File: config.mk
export PLATFORM = sky130hd
export DESIGN_NAME = bufwr_seq
export DESIGN_NICKNAME = d
export VERILOG_FILES = /design/src/rtl/bufwr_pkg.sv /design/src/rtl/bufwr_count.sv /design/src/rtl/bufwr_status.sv /design/src/rtl/bufwr_seq.sv
export SDC_FILE = /design/constraint.sdc
export NUM_CORES = 1
export LEC_CHECK = 0
export BUFFER_PORTS_ARGS = -buffer_cell sky130_fd_sc_hd__buf_2
export CORE_ASPECT_RATIO = 1.1
export CORE_MARGIN = 1
export CORE_UTILIZATION = 40
export DETAILED_ROUTE_END_ITERATION = 16
export PLACE_DENSITY = 0.78
export SLEW_MARGIN = 20
export SYNTH_ARGS = -nofsm -noshare
export SYNTH_HDL_FRONTEND = slang
export SYNTH_HIERARCHICAL = 1
export SYNTH_SLANG_ARGS = --single-unit
File: constraint.sdc
create_clock -name clk -period 2.7 [get_ports clk]
set_clock_uncertainty 0.15 [all_clocks]
set_input_delay 0 -clock clk [delete_from_list [all_inputs] [get_ports clk]]
set_output_delay 0 -clock clk [all_outputs]
set_load 0.1 [all_outputs]
File: src/rtl/bufwr_pkg.sv
package bufwr_pkg;

    typedef enum logic [1:0] {
        ST_ARRAY   = 2'd0,
        ST_COUNT   = 2'd1,
        ST_DATA    = 2'd2,
        ST_CONFIRM = 2'd3
    } bufwr_state_t;

    localparam logic [7:0] OP_BUF_OPEN = 8'hE8;
    localparam logic [7:0] OP_CONFIRM  = 8'hD0;
    localparam int         BIT_READY   = 7;
    localparam int         BIT_PGMERR  = 4;

endpackage

File: src/rtl/bufwr_count.sv
module bufwr_count #(
    parameter int CNT_W = 16
) (
    input  logic             clk,
    input  logic             rst_n,
    input  logic             load,
    input  logic [CNT_W-1:0] load_val,
    input  logic             dec,
    output logic             last
);
    logic [CNT_W-1:0] rem;

    always_ff @(posedge clk) begin
        if (!rst_n) begin
            rem <= '0;
        end else if (load) begin
            rem <= load_val;
        end else if (dec && rem != '0) begin
            rem <= rem - 1'b1;
        end
    end

    assign last = (rem == '0);
endmodule

File: src/rtl/bufwr_status.sv
module bufwr_status #(
    parameter int BANK_BYTES = 4,
    parameter int DEV_BYTES  = 2
) (
    input  logic                    clk,
    input  logic                    rst_n,
    input  logic                    set_rdy,
    input  logic                    set_err,
    output logic [7:0]              stat,
    output logic [8*BANK_BYTES-1:0] stat_word
);
    import bufwr_pkg::*;

    localparam int LANE = (DEV_BYTES != 0) ? DEV_BYTES : 2;

    always_ff @(posedge clk) begin
        if (!rst_n) begin
            stat <= 8'h00;
        end else begin
            if (set_rdy) stat[BIT_READY]  <= 1'b1;
            if (set_err) stat[BIT_PGMERR] <= 1'b1;
        end
    end

    for (genvar b = 0; b < BANK_BYTES; b++) begin : g_lane
        if (b % LANE == 0) begin : g_copy
            assign stat_word[8*b +: 8] = stat;
        end else begin : g_zero
            assign stat_word[8*b +: 8] = 8'h00;
        end
    end
endmodule

File: src/rtl/bufwr_seq.sv
module bufwr_seq #(
    parameter int BANK_BYTES = 4,
    parameter int DEV_BYTES  = 2,
    parameter int ADDR_W     = 12
) (
    input  logic                    clk,
    input  logic                    rst_n,
    input  logic                    wr_en,
    input  logic [ADDR_W-1:0]       wr_addr,
    input  logic [8*BANK_BYTES-1:0] wr_data,
    input  logic                    ro_lock,
    input  logic [8*BANK_BYTES-1:0] arr_rdata,
    output logic                    arr_we,
    output logic [ADDR_W-1:0]       arr_addr,
    output logic [8*BANK_BYTES-1:0] arr_wdata,
    output logic [8*BANK_BYTES-1:0] bus_rdata,
    output logic [7:0]              stat_reg,
    output logic                    busy
);
    import bufwr_pkg::*;

    localparam int CNT_W = (DEV_BYTES != 0) ? 8*DEV_BYTES : 8*BANK_BYTES;

    bufwr_state_t state, state_nx;
    logic set_rdy, set_err, cnt_load, cnt_dec, cnt_last;
    logic [8*BANK_BYTES-1:0] stat_word;
    logic is_open, is_confirm;

    assign is_open    = (wr_data[7:0] == OP_BUF_OPEN);
    assign is_confirm = (wr_data[7:0] == OP_CONFIRM);

    bufwr_count #(.CNT_W(CNT_W)) u_count (
        .clk      (clk),
        .rst_n    (rst_n),
        .load     (cnt_load),
        .load_val (wr_data[CNT_W-1:0]),
        .dec      (cnt_dec),
        .last     (cnt_last)
    );

    bufwr_status #(.BANK_BYTES(BANK_BYTES), .DEV_BYTES(DEV_BYTES)) u_status (
        .clk       (clk),
        .rst_n     (rst_n),
        .set_rdy   (set_rdy),
        .set_err   (set_err),
        .stat      (stat_reg),
        .stat_word (stat_word)
    );

    always_ff @(posedge clk) begin
        if (!rst_n) state <= ST_ARRAY;
        else        state <= state_nx;
    end

    always_comb begin
        state_nx = state;
        unique case (state)
            ST_ARRAY:   if (wr_en && is_open)  state_nx = ST_COUNT;
            ST_COUNT:   if (wr_en)             state_nx = ST_DATA;
            ST_DATA:    if (wr_en && cnt_last) state_nx = ST_CONFIRM;
            ST_CONFIRM: if (wr_en)             state_nx = ST_ARRAY;
        endcase
    end

    always_comb begin
        set_rdy  = 1'b0;
        set_err  = 1'b0;
        cnt_load = 1'b0;
        cnt_dec  = 1'b0;
        arr_we   = 1'b0;
        busy     = 1'b1;
        unique case (state)
            ST_ARRAY: begin
                busy    = 1'b0;
                set_rdy = wr_en && is_open;
            end
            ST_COUNT: begin
                cnt_load = wr_en;
            end
            ST_DATA: begin
                cnt_dec = wr_en;
                arr_we  = wr_en && !ro_lock;
                set_err = wr_en && ro_lock;
            end
            ST_CONFIRM: begin
                set_rdy = wr_en && is_confirm;
                set_err = wr_en && !is_confirm;
            end
        endcase
    end

    assign arr_addr  = wr_addr;
    assign arr_wdata = wr_data;
    assign bus_rdata = busy ? stat_word : arr_rdata;
endmodule

# Word-level counts from Yosys, hierarchy flattened

Index checks and enable logic that the tools add are counted.

Flip-flop bits (word level): 20
Word-level logic and storage cells: 42

Add/sub/neg operators: 1
Equality and inequality tests: 9
Multiplexer cells: 14
Reduce and logical (&&, ||, !) cells: 14

Operator list:

| kind                  | number |
|---|---|
| $mux 16               | 2 |
| $mux 32               | 1 |
| $eq 8x8->1 const B    | 2 |
| $logic_not 16->1      | 1 |
| $reduce_bool 16->1    | 1 |
| $sub 16x1->16 const B | 1 |
| $mux 2                | 4 |
| $ne 2x2->1 const B    | 4 |
| $pmux 2 s4            | 1 |
| $logic_and 1x1->1     | 7 |
| $eq 2x2->1 const B    | 2 |
| $mux 1                | 4 |
| $pmux 1 s2            | 2 |
| $reduce_and 4->1      | 1 |
| $eq 2x1->1 const B    | 1 |
| $logic_not 1->1       | 2 |
| $logic_not 2->1       | 1 |
| $reduce_bool 2->1     | 1 |

# Logic depth before layout (Yosys ltp)

Gate-level depths: netlist of run 1.

Depth after elaboration: 5
Depth in mapped cells: 8
Depth with buffers taken out: 8

# By module

The synthesis of run 1 kept the hierarchy.

By module, submodules not included:

| module       | instances | cells an instance | area an instance (um2) |
|---|---|---|---|
| bufwr_seq    | 1         | 112               | 970.9 |
| bufwr_count  | 1         | 114               | 922.1 |
| bufwr_status | 1         | 43                | 344.1 |

# Worst setup path before layout of run 1

Ideal clock, no wire load.

Path type: reg2out
From: reg state[0]
To: out arr_we
Arrival: 2194 ps
Path slack: 356 ps
Cell stages (with the launch flop): 5
Path buffers: 0
Cells stage by stage: dfxtp_1 inv_1 ha_1 and2_1 nor2b_1

Longest elaborated chain between the ends: 2

Ends and longest elaborated chain:

| element                | line            | RTL |
|---|---|---|
| start, declared        | bufwr_seq.sv:24 | `bufwr_state_t state, state_nx;` |
| start signal, assigned | bufwr_seq.sv:52 | `else state <= state_nx;` |
| $eq 2x2->1             | bufwr_seq.sv:72 | `unique case (state)` |
| $mux 1                 | bufwr_seq.sv:72 |  |
| end, declared          | bufwr_seq.sv:13 | `output logic arr_we,` |

No other way between the ends.

# Final worst setup path of run 1

From: reg u_count.rem[10]
To: reg state[1]

Longest elaborated chain between the ends: 4

Ends and longest elaborated chain:

| element                           | line              | RTL |
|---|---|---|
| start, declared                   | bufwr_count.sv:11 | `logic [CNT_W-1:0] rem;` |
| start signal, assigned            | bufwr_count.sv:17 | `rem <= load_val;` |
| start signal, assigned            | bufwr_count.sv:19 | `rem <= rem - 1'b1;` |
| $logic_not 16->1                  | bufwr_count.sv:23 | `assign last = (rem == '0);` |
| via cnt_last                      | bufwr_seq.sv:25   | `logic set_rdy, set_err, cnt_load, cnt_dec, cnt_last;` |
| $logic_and 1x1->1                 | bufwr_seq.sv:60   | `ST_DATA: if (wr_en && cnt_last) state_nx = ST_CONFIRM;` |
| $ne 2x2->1 (no source line)       | --                |  |
| $reduce_and 4->1 (no source line) | --                |  |

The timed path passes the listed nets, and every way through them passes these cells.
A chain may end at the register's enable or synchronous reset.

==> results.sh, run 1 <==
export IMPL_port_buffers=103
export IMPL_cts_tree="done"
export IMPL_p_int_w=0.0005939
export IMPL_slew_headroom=0.3184
export IMPL_syn_area_mm2=0.002237
export IMPL_power_density_mw_per_mm2=379.7
export IMPL_grt_pass1_wl_mm=8.880
export IMPL_fin_crit_sh=0.8038
export IMPL_wl_per_cell_um=13.40
export IMPL_rows=28
export IMPL_drv_slew=0
export IMPL_gr_usage_all_layers=0.1918
export IMPL_maxCapViolCount=0
export IMPL_synth_compound_area_frac=0.1074
export IMPL_r2r_setup_slack_ps=530
export IMPL_grt_pass1_vias=2045
export IMPL_die_w_um=73.31
export IMPL_criticalPathCategory="register to register"
export IMPL_place_gp_congestion=0.8824
export IMPL_cts_root_buffer="clkbuf_8"
export IMPL_initial_core_util=0.4147
export IMPL_crit_chain="or4_1, and4bb_1, a21boi_0, a2111o_1, mux2i_1"
export IMPL_startpoint_type="register"
export IMPL_yosysSeqAreaShare=0.1790
export IMPL_via_count=2086
export IMPL_drt_iter0_markers=168
export IMPL_pwr_share_comb=0.613
export IMPL_synth_edf_count=0
export IMPL_ys_ff_latch=20
export IMPL_crit_fanout=6
export IMPL_clkTransAtPathRegs_ps=70
export IMPL_place_hpwl_mm=4.148
export IMPL_drive_gt1_frac=0.3890
export IMPL_ys_warnings_count=6
export IMPL_largest_register_ffs=16
export IMPL_synthesis_instances=269
export IMPL_synth_top_family_by_area="buffers and inverters"
export IMPL_hold_depth=3
export IMPL_muxShareOfSynthArea=0.1745
export IMPL_clockPowerShare=0.151
export IMPL_synth_distinct_cells=42
export IMPL_cts_max_path_buffers=2
export IMPL_grt_overflow_total=0
export IMPL_p_leak_nw=1.447
export IMPL_firstDrtPassIters=4
export IMPL_cts_resized=0
export IMPL_synth_async_reset_ratio=0
export IMPL_rsz0062_at_grt="no"
export IMPL_synth_ff_type="dfxtp_1"
export IMPL_power_switching_w=0.0006592
export IMPL_r2r_cells=5
export IMPL_hp_class="primary input to register"
export IMPL_end_kind="register"
export IMPL_critPathBufInv=0
export IMPL_final_area_mm2=0.003301
export IMPL_grt_max_degree=35
export IMPL_crit_path_max_incr_delay_ps=580
export IMPL_peakVddDrop_uv=223.5
export IMPL_area_growth_pct=47.54
export IMPL_synth_xor_area_frac=0.04306
export IMPL_clk_latency_ps=250
export IMPL_final_common_cell="buf_2"
export IMPL_worst_path_stages=5
export IMPL_pwr_share_seq=0.236
export IMPL_antennaDiodeCount=0
export IMPL_fmax_ghz=0.4608
export IMPL_min_period_ps=2170
export IMPL_cp_arrival_ps=2160
export IMPL_cp_top_family="simple AND/OR/NAND/NOR gates"
export IMPL_core_mm2=0.005395
export IMPL_drt_wl_total_mm=5.896
export IMPL_syn_area_per_cell_um2=8.317
export IMPL_drc=0
export IMPL_required_ps=2690
export IMPL_cpMaxStageDelayCell="or4_1"
export IMPL_synth_simple_area_share=0.1555
export IMPL_io_pins=166
export IMPL_die_area_mm2=0.005896
export IMPL_layout_common_cells="buf_2 (71), dlygate4sd3_1 (45), conb_1 (34)"
export IMPL_tns_ps=0
export IMPL_via_per_inst=4.741
export IMPL_synthAdderAreaFrac=0.02796
export IMPL_netSwitchingFraction=0.5260
export IMPL_fp_dieH_um=80.44
export IMPL_nFillCells=453
export IMPL_cts_made_buffers=3
export IMPL_worstMarginPinSlew_ps=1019
export IMPL_hold_viol_final=0
export IMPL_status="completed"
export IMPL_setup_violations_final=0
export IMPL_ant_nets=0
export IMPL_final_nets=452
export IMPL_cts_max_level=1
export IMPL_utilization=0.6118
export IMPL_antenna_found_initial=0
export IMPL_dpl_cell_area_mm2=0.002809
export IMPL_cts_sinks=20
[layer usage]
| layer | up-vias | routed length, um | track usage |
|---|---|---|---|
| met5 | - | 0 | 0 |
| met4 | 0 | 100 | 0.06538 |
| met3 | 8 | 368 | 0.02384 |
| met2 | 107 | 3455 | 0.4019 |
| met1 | 968 | 1971 | 0.1855 |
| li1 | 1003 | - | - |
[metrics by stage]
step | total power [W] | std cells | worst slack [ps] | hold slack, ps
floorplan | 0.0009164 | 302 | 355.6 | -32.31
global placement | 0.0008464 | 392 | 604.1 | -149.3
detailed placement | 0.0008521 | 392 | 553.9 | -149.3
CTS | 0.001257 | 440 | 544.5 | 71.15
global route | 0.001289 | 440 | 398.5 | 98.55
finish | 0.001253 | 440 | 529.6 | 76.30
[power groups by stage]
stage | Combinational, W | Sequential [W] | Clock (W)
3_5_place_dp | 0.000549 | 0.000303 | 0
2_1_floorplan | 0.000614 | 0.000303 | 0
5_1_grt | 0.000787 | 0.000296 | 0.000206
4_1_cts | 0.000765 | 0.000296 | 0.000196
6_report | 0.000768 | 0.000296 | 0.000189
3_3_place_gp | 0.000544 | 0.000303 | 0
[logic make-up after synthesis]
kind of cell,count (synthesis)
adders and majority gates,5
xor gates and xnor gates,11
muxes,35
buffers and inverters,98
DFF,20
other,1
AOI/OAI and AO/OA,42
and+or+nand+nor,57
[Yosys cell counts, types with 2 or more instances]
library cell	n	share of area
buf_4	82	0.28
mux2_2	26	0.13
dfxtp_1	20	0.18
a21oi_1	17	0.038
o21ai_0	15	0.034
nor2_1	12	0.020
nand2_1	11	0.018
xnor2_1	11	0.043
nor3_1	8	0.018
clkbuf_1	7	0.012
inv_1	6	0.010
mux2_1	6	0.030
ha_1	5	0.028
nor4_1	4	0.011
mux2i_1	3	0.013
nor2b_1	3	0.0084
nor3b_1	3	0.010
and2_1	2	0.0056
buf_6	2	0.010
nor2_4	2	0.010
o21a_1	2	0.0067
or4_4	2	0.010
[final timing paths]
kind / start / to
setup / recovery: u_count/rem[10] / state[1]
hold / removal: wr_en / u_status/stat[4]
setup reg to reg: u_count/rem[10] / state[1]
hold reg to reg: u_status/stat[7] / u_status/stat[7]
[what timing repair did]
action | CTS | global route
setup buffers | 0 | 0
hold buffers | 45 | 0
setup endpoints to repair | 0 | 0
endpoints found under the hold margin | 45 | 0
[worst register-to-register path: stages, from the launching register on]
cell      delay, ps
dfxtp_1         340
or4_1           580
and4bb_1        410
a21boi_0        120
a2111o_1        330
mux2i_1         130
[cell type report]
class / count / area (um^2) / area share
timing repair buffer: 151 / 1469 / 0.4450
multi-input combinational: 184 / 1265 / 0.3832
sequential: 20 / 400.4 / 0.1213
tap: 75 / 93.84 / 0.02843
clock buffer: 3 / 41.29 / 0.01251
inverter: 7 / 31.28 / 0.009477
Power figures use the tool's default switching activity.
==> run 2, diff against run 1 <==
clock period = 2.14 ns   (was 2.7 ns; I/O delays follow)
==> run 2 against run 1 <==
Flip-flop and latch count is the same. Clock power grew 29%. Total power grew 27%. Critical path depth is the same. Non-clock buffer count grew 9. Cell count grew 2.0%. Routed wire length grew 1.4%. Worst setup slack lost 490 ps. Highest routed layer unchanged.
==> results.sh, run 2 (synthesized netlist as in run 1, its figures left out) <==
export IMPL_status="completed"
export IMPL_hold_viol_final=0
export IMPL_initial_core_util=0.4147
export IMPL_via_count=2195
export IMPL_r2r_setup_slack_ps=40
export IMPL_drv_slew=0
export IMPL_clkTransAtPathRegs_ps=70
export IMPL_via_per_inst=4.889
export IMPL_cts_root_buffer="clkbuf_8"
export IMPL_wl_per_cell_um=13.32
export IMPL_die_area_mm2=0.005896
export IMPL_placed_cells=397
export IMPL_startpoint_type="register"
export IMPL_instances_no_fill=449
export IMPL_layout_common_cells="buf_2 (71), dlygate4sd3_1 (47), conb_1 (34)"
export IMPL_antennaDiodeCount=0
export IMPL_power_switching_w=0.0008365
export IMPL_rr_endpoint="state[1]"
export IMPL_slew_headroom=0.3079
export IMPL_drc=0
export IMPL_firstDrtPassIters=4
export IMPL_r2r_cells=5
export IMPL_pwr_share_seq=0.235
export IMPL_cp_arrival_ps=2090
export IMPL_worstMarginPinSlew_ps=1035
export IMPL_crit_fanout=4
export IMPL_drt_wl_total_mm=5.981
export IMPL_dpl_cell_area_mm2=0.002861
export IMPL_rows=28
export IMPL_area_growth_pct=52.85
export IMPL_p_leak_nw=1.502
export IMPL_hold_depth=3
export IMPL_p_int_w=0.0007531
export IMPL_fmax_ghz=0.4770
export IMPL_min_period_ps=2097
export IMPL_antenna_found_initial=0
export IMPL_grt_pass1_vias=2064
export IMPL_grt_overflow_total=0
export IMPL_nFillCells=421
export IMPL_die_w_um=73.31
export IMPL_port_buffers=103
export IMPL_setup_violations_final=0
export IMPL_gr_usage_all_layers=0.1901
export IMPL_hold_end="u_status/stat[4]"
export IMPL_drt_iter0_markers=161
export IMPL_grt_max_degree=35
export IMPL_place_hpwl_mm=4.174
export IMPL_largest_register_ffs=16
export IMPL_required_ps=2140
export IMPL_clk_latency_ps=250
export IMPL_netSwitchingFraction=0.5262
export IMPL_critPathBufInv=0
export IMPL_fp_dieH_um=80.44
export IMPL_drive_gt1_frac=0.4251
export IMPL_hp_start="wr_en"
export IMPL_final_nets=461
export IMPL_clockPowerShare=0.154
export IMPL_hold_slack_ps=56.35
export IMPL_place_gp_congestion=0.8909
export IMPL_cts_sinks=20
export IMPL_cts_made_buffers=3
export IMPL_cts_max_level=1
export IMPL_maxCapViolCount=0
export IMPL_core_mm2=0.005395
export IMPL_crit_path_max_incr_delay_ps=560
export IMPL_end_kind="register"
export IMPL_reg2reg_from="u_count/rem[10]"
export IMPL_hp_class="primary input to register"
export IMPL_io_pins=166
export IMPL_ant_nets=0
export IMPL_tns_ps=0
export IMPL_cp_top_family="simple AND/OR/NAND/NOR gates"
export IMPL_cts_tree="done"
export IMPL_cts_max_path_buffers=2
export IMPL_pwr_share_comb=0.611
export IMPL_grt_pass1_wl_mm=8.887
export IMPL_crit_chain="or4_4, and4bb_2, a21boi_0, a2111o_1, mux2i_1"
export IMPL_fin_crit_sh=0.9797
export IMPL_final_common_cell="buf_2"
export IMPL_peakVddDrop_uv=281.7
export IMPL_power_density_mw_per_mm2=464.8
export IMPL_criticalPathCategory="register to register"
export IMPL_rsz0062_at_grt="no"
export IMPL_final_area_mm2=0.003420
export IMPL_cpMaxStageDelayCell="or4_4"
run 2: cell count changes in the layout (fill, tap and decap cells not counted), moves of 2 or more:
cell	change
dlygate4sd3_1	+2
buf_6	+2
dfxtp_2	+2
dfxtp_1	-2
buf_4	+4
run 2: timing repair:
action | in CTS | in global routing
buffers inserted | 0 | 2
setup endpoints to repair | 0 | 8
resized for setup | 0 | 11
hold endpoints to repair | 48 | 0
hold buffers | 47 | 0
run 2: tightest hold or removal path, cell delays in order:
cell     delay, ps
buf_2          130
nor3b_1        140
o21a_1         150
run 2: worst max path at each step:
| stage | cells after the start | start | endpoint |
|---|---|---|---|
| detailed placement | 5 | u_count/rem[10] | state[1] |
| finish | 5 | u_count/rem[10] | state[1] |
| global route | 8 | u_count/rem[0] | u_count/rem[13] |
| floorplan | 6 | u_count/rem[7] | state[1] |
| global placement | 5 | u_count/rem[10] | state[1] |
| CTS | 8 | state[1] | u_count/rem[14] |
run 2: power groups by stage:
stage	logic (W)	clock network, W	registers, W
2_1_floorplan	0.000774	0	0.000382
3_3_place_gp	0.000686	0	0.000382
3_5_place_dp	0.000693	0	0.000382
4_1_cts	0.000968	0.000255	0.000373
5_1_grt	0.000995	0.000262	0.000373
6_report	0.000972	0.000244	0.000373
run 2: through the flow:
step	utilization	setup WS, ps	power [W]
4_1_cts	0.6252	16.49	0.001597
3_3_place_gp	0.5304	129.6	0.001067
5_1_grt	0.6338	7.945	0.001631
3_5_place_dp	0.5304	63.37	0.001075
2_1_floorplan	-	54.37	0.001156
6_report	0.6338	43.41	0.001590
run 2: cell type report:
type	instances	area (um^2)	area share
timing repair buffer	160	1562	0.4566
multi-input combinational	184	1289	0.3769
sequential	20	402.9	0.1178
tap	75	93.84	0.02744
clock buffer	3	41.29	0.01207
inverter	7	31.28	0.009147
run 2: metal layers:
metal | wire, um | global-route usage | share of wire
met1 | 2110 | 0.1994 | 0.35
met2 | 3237 | 0.3611 | 0.54
met3 | 409 | 0.03890 | 0.068
met4 | 223 | 0.07885 | 0.037
met5 | 0 | 0 | 0
==> run 3, diff against run 2 <==
REMOVE_ABC_BUFFERS = 1   (was default)
==> run 3 against run 2 <==
Worst setup slack lost 160 ps. Global-route usage grew 7.1 points. Worst hold slack better by 17 ps. Highest routed layer unchanged. The run now ends with negative setup slack left. Clock power rose by 3%.
==> results.sh, run 3 (synthesized netlist as in run 1, its figures left out) <==
export IMPL_antennaDiodeCount=0
export IMPL_antenna_found_initial=0
export IMPL_placed_cells=396
export IMPL_instances_no_fill=444
export IMPL_cts_max_level=1
export IMPL_place_hpwl_mm=4.955
export IMPL_largest_register_ffs=16
export IMPL_multi_input_area_mm2=0.001305
export IMPL_die_area_mm2=0.005896
export IMPL_slew_headroom=0.2816
export IMPL_seq_area_um2=404.1
export IMPL_startpoint_type="register"
export IMPL_dp_slack_ps=60.31
export IMPL_wl_per_cell_um=18.06
export IMPL_final_common_cell="buf_2"
export IMPL_nFillCells=408
export IMPL_maxCapViolCount=0
export IMPL_drt_iter0_markers=172
export IMPL_peakVddDrop_uv=310.6
export IMPL_power_density_mw_per_mm2=474.7
export IMPL_clkTransAtPathRegs_ps=70
export IMPL_clk_latency_ps=260
export IMPL_required_ps=2150
export IMPL_wl_met3_um=729
export IMPL_io_pins=166
export IMPL_highest_signal_layer="met4"
export IMPL_end_kind="register"
export IMPL_cts_root_buffer="clkbuf_8"
export IMPL_grt_max_degree=33
export IMPL_ant_nets=0
export IMPL_initial_core_util=0.4147
export IMPL_drt_wl_total_mm=8.017
export IMPL_rows=28
export IMPL_core_mm2=0.005395
export IMPL_cts_sinks=20
export IMPL_criticalPathCategory="register to register"
export IMPL_grt_pass1_wl_mm=11.60
export IMPL_rsz0062_at_grt="yes"
export IMPL_cts_setup_buffers=0
export IMPL_via_count=2307
export IMPL_drc=0
export IMPL_fp_dieH_um=80.44
export IMPL_hp_class="primary input to register"
export IMPL_port_buffers=103
export IMPL_cp_arrival_ps=2260
export IMPL_via_per_inst=5.196
export IMPL_crit_fanout=6
export IMPL_area_growth_pct=51.40
export IMPL_final_nets=456
export IMPL_wl_met2_mm=4.096
export IMPL_hold_viol_final=0
export IMPL_status="complete, but fails checks"
export IMPL_gr_usage_all_layers=0.2611
export IMPL_drv_slew=0
export IMPL_p_leak_nw=1.481
export IMPL_worstMarginPinSlew_ps=1074
export IMPL_drive_gt1_frac=0.4282
export IMPL_grt_overflow_total=0
export IMPL_die_w_um=73.31
export IMPL_setup_violations_final=5
export IMPL_cts_max_path_buffers=2
export IMPL_worst_slack_ps=-118.1
export IMPL_cts_made_buffers=3
export IMPL_cts_tree="done"
export IMPL_layout_common_cells="buf_2 (71), dlygate4sd3_1 (45), conb_1 (34)"
export IMPL_violations="negative setup slack"
export IMPL_grt_pass1_vias=2295
export IMPL_wl_met1_mm=2.965
export IMPL_place_gp_congestion=0.8166
export IMPL_fmax_ghz=0.4429
export IMPL_min_period_ps=2258
export IMPL_firstDrtPassIters=7
export IMPL_fin_crit_sh=1.055
run 3: changes by cell type in the layout (fill, tap and decap cells not counted), moves of 2 or more:
cell,delta
dlygate4sd3_1,-2
nor4_1,-2
buf_6,-2
nor4_2,+2
run 3: timing repair:
item	4_1_cts	5_1_grt
hold endpoints to repair	46	0
endpoints found under the setup margin	0	11
gates resized for setup	0	12
hold buffers	45	0
run 3: metal layers:
| layer | vias up | track usage |
|---|---|---|
| met3 | 33 | 0.06023 |
| met2 | 180 | 0.4630 |
| li1 | 1008 | - |
| met4 | 0 | 0.08462 |
| met5 | - | 0 |
| met1 | 1086 | 0.3060 |
run 3: layout make-up:
| cell class | instances | area share |
|---|---|---|
| multi-input cells | 184 | 0.3853 |
| inverters | 7 | 0.009235 |
| well taps | 75 | 0.02771 |
| clock buffers | 3 | 0.01219 |
| repair buffers | 155 | 0.4463 |
| flip-flops and latches | 20 | 0.1193 |
run 3: worst paths after layout:
check / depth (start not counted) / to / slack (ps) / startpoint
min: 3 / u_status/stat[4] / 70 / wr_en
min reg2reg: 2 / state[1] / 370 / state[1]
max: 8 / u_count/rem[0] / -120 / u_count/rem[0]
max reg2reg: 8 / u_count/rem[0] / -120 / u_count/rem[0]
run 3: worst max-delay path, stage by stage, from the launching register on:
cell	delay (ps)
dfxtp_2	340
inv_1	70
ha_1	250
nor3b_1	390
and4bb_1	310
buf_4	170
nor2b_2	60
xnor2_1	130
a211oi_1	270
run 3: power breakdown:
part           internal (W)  switching, W
Clock              0.000125      0.000126
Combinational      0.000253      0.000730
Sequential         0.000372   0.000000851
run 3: metrics by stage:
step / hold slack (ps) / power (W) / setup TNS, ps / instance area, um^2 / util
2_1_floorplan: -150.0 / 0.0007201 / -3853 / 1697 / -
3_3_place_gp: -149.1 / 0.001070 / 0 / 2851 / 0.5285
3_5_place_dp: -149.1 / 0.001076 / 0 / 2851 / 0.5285
4_1_cts: 62.36 / 0.001596 / 0 / 3343 / 0.6197
5_1_grt: 92.92 / 0.001641 / -457.0 / 3387 / 0.6278
6_report: 73.73 / 0.001608 / -274.3 / 3387 / 0.6278
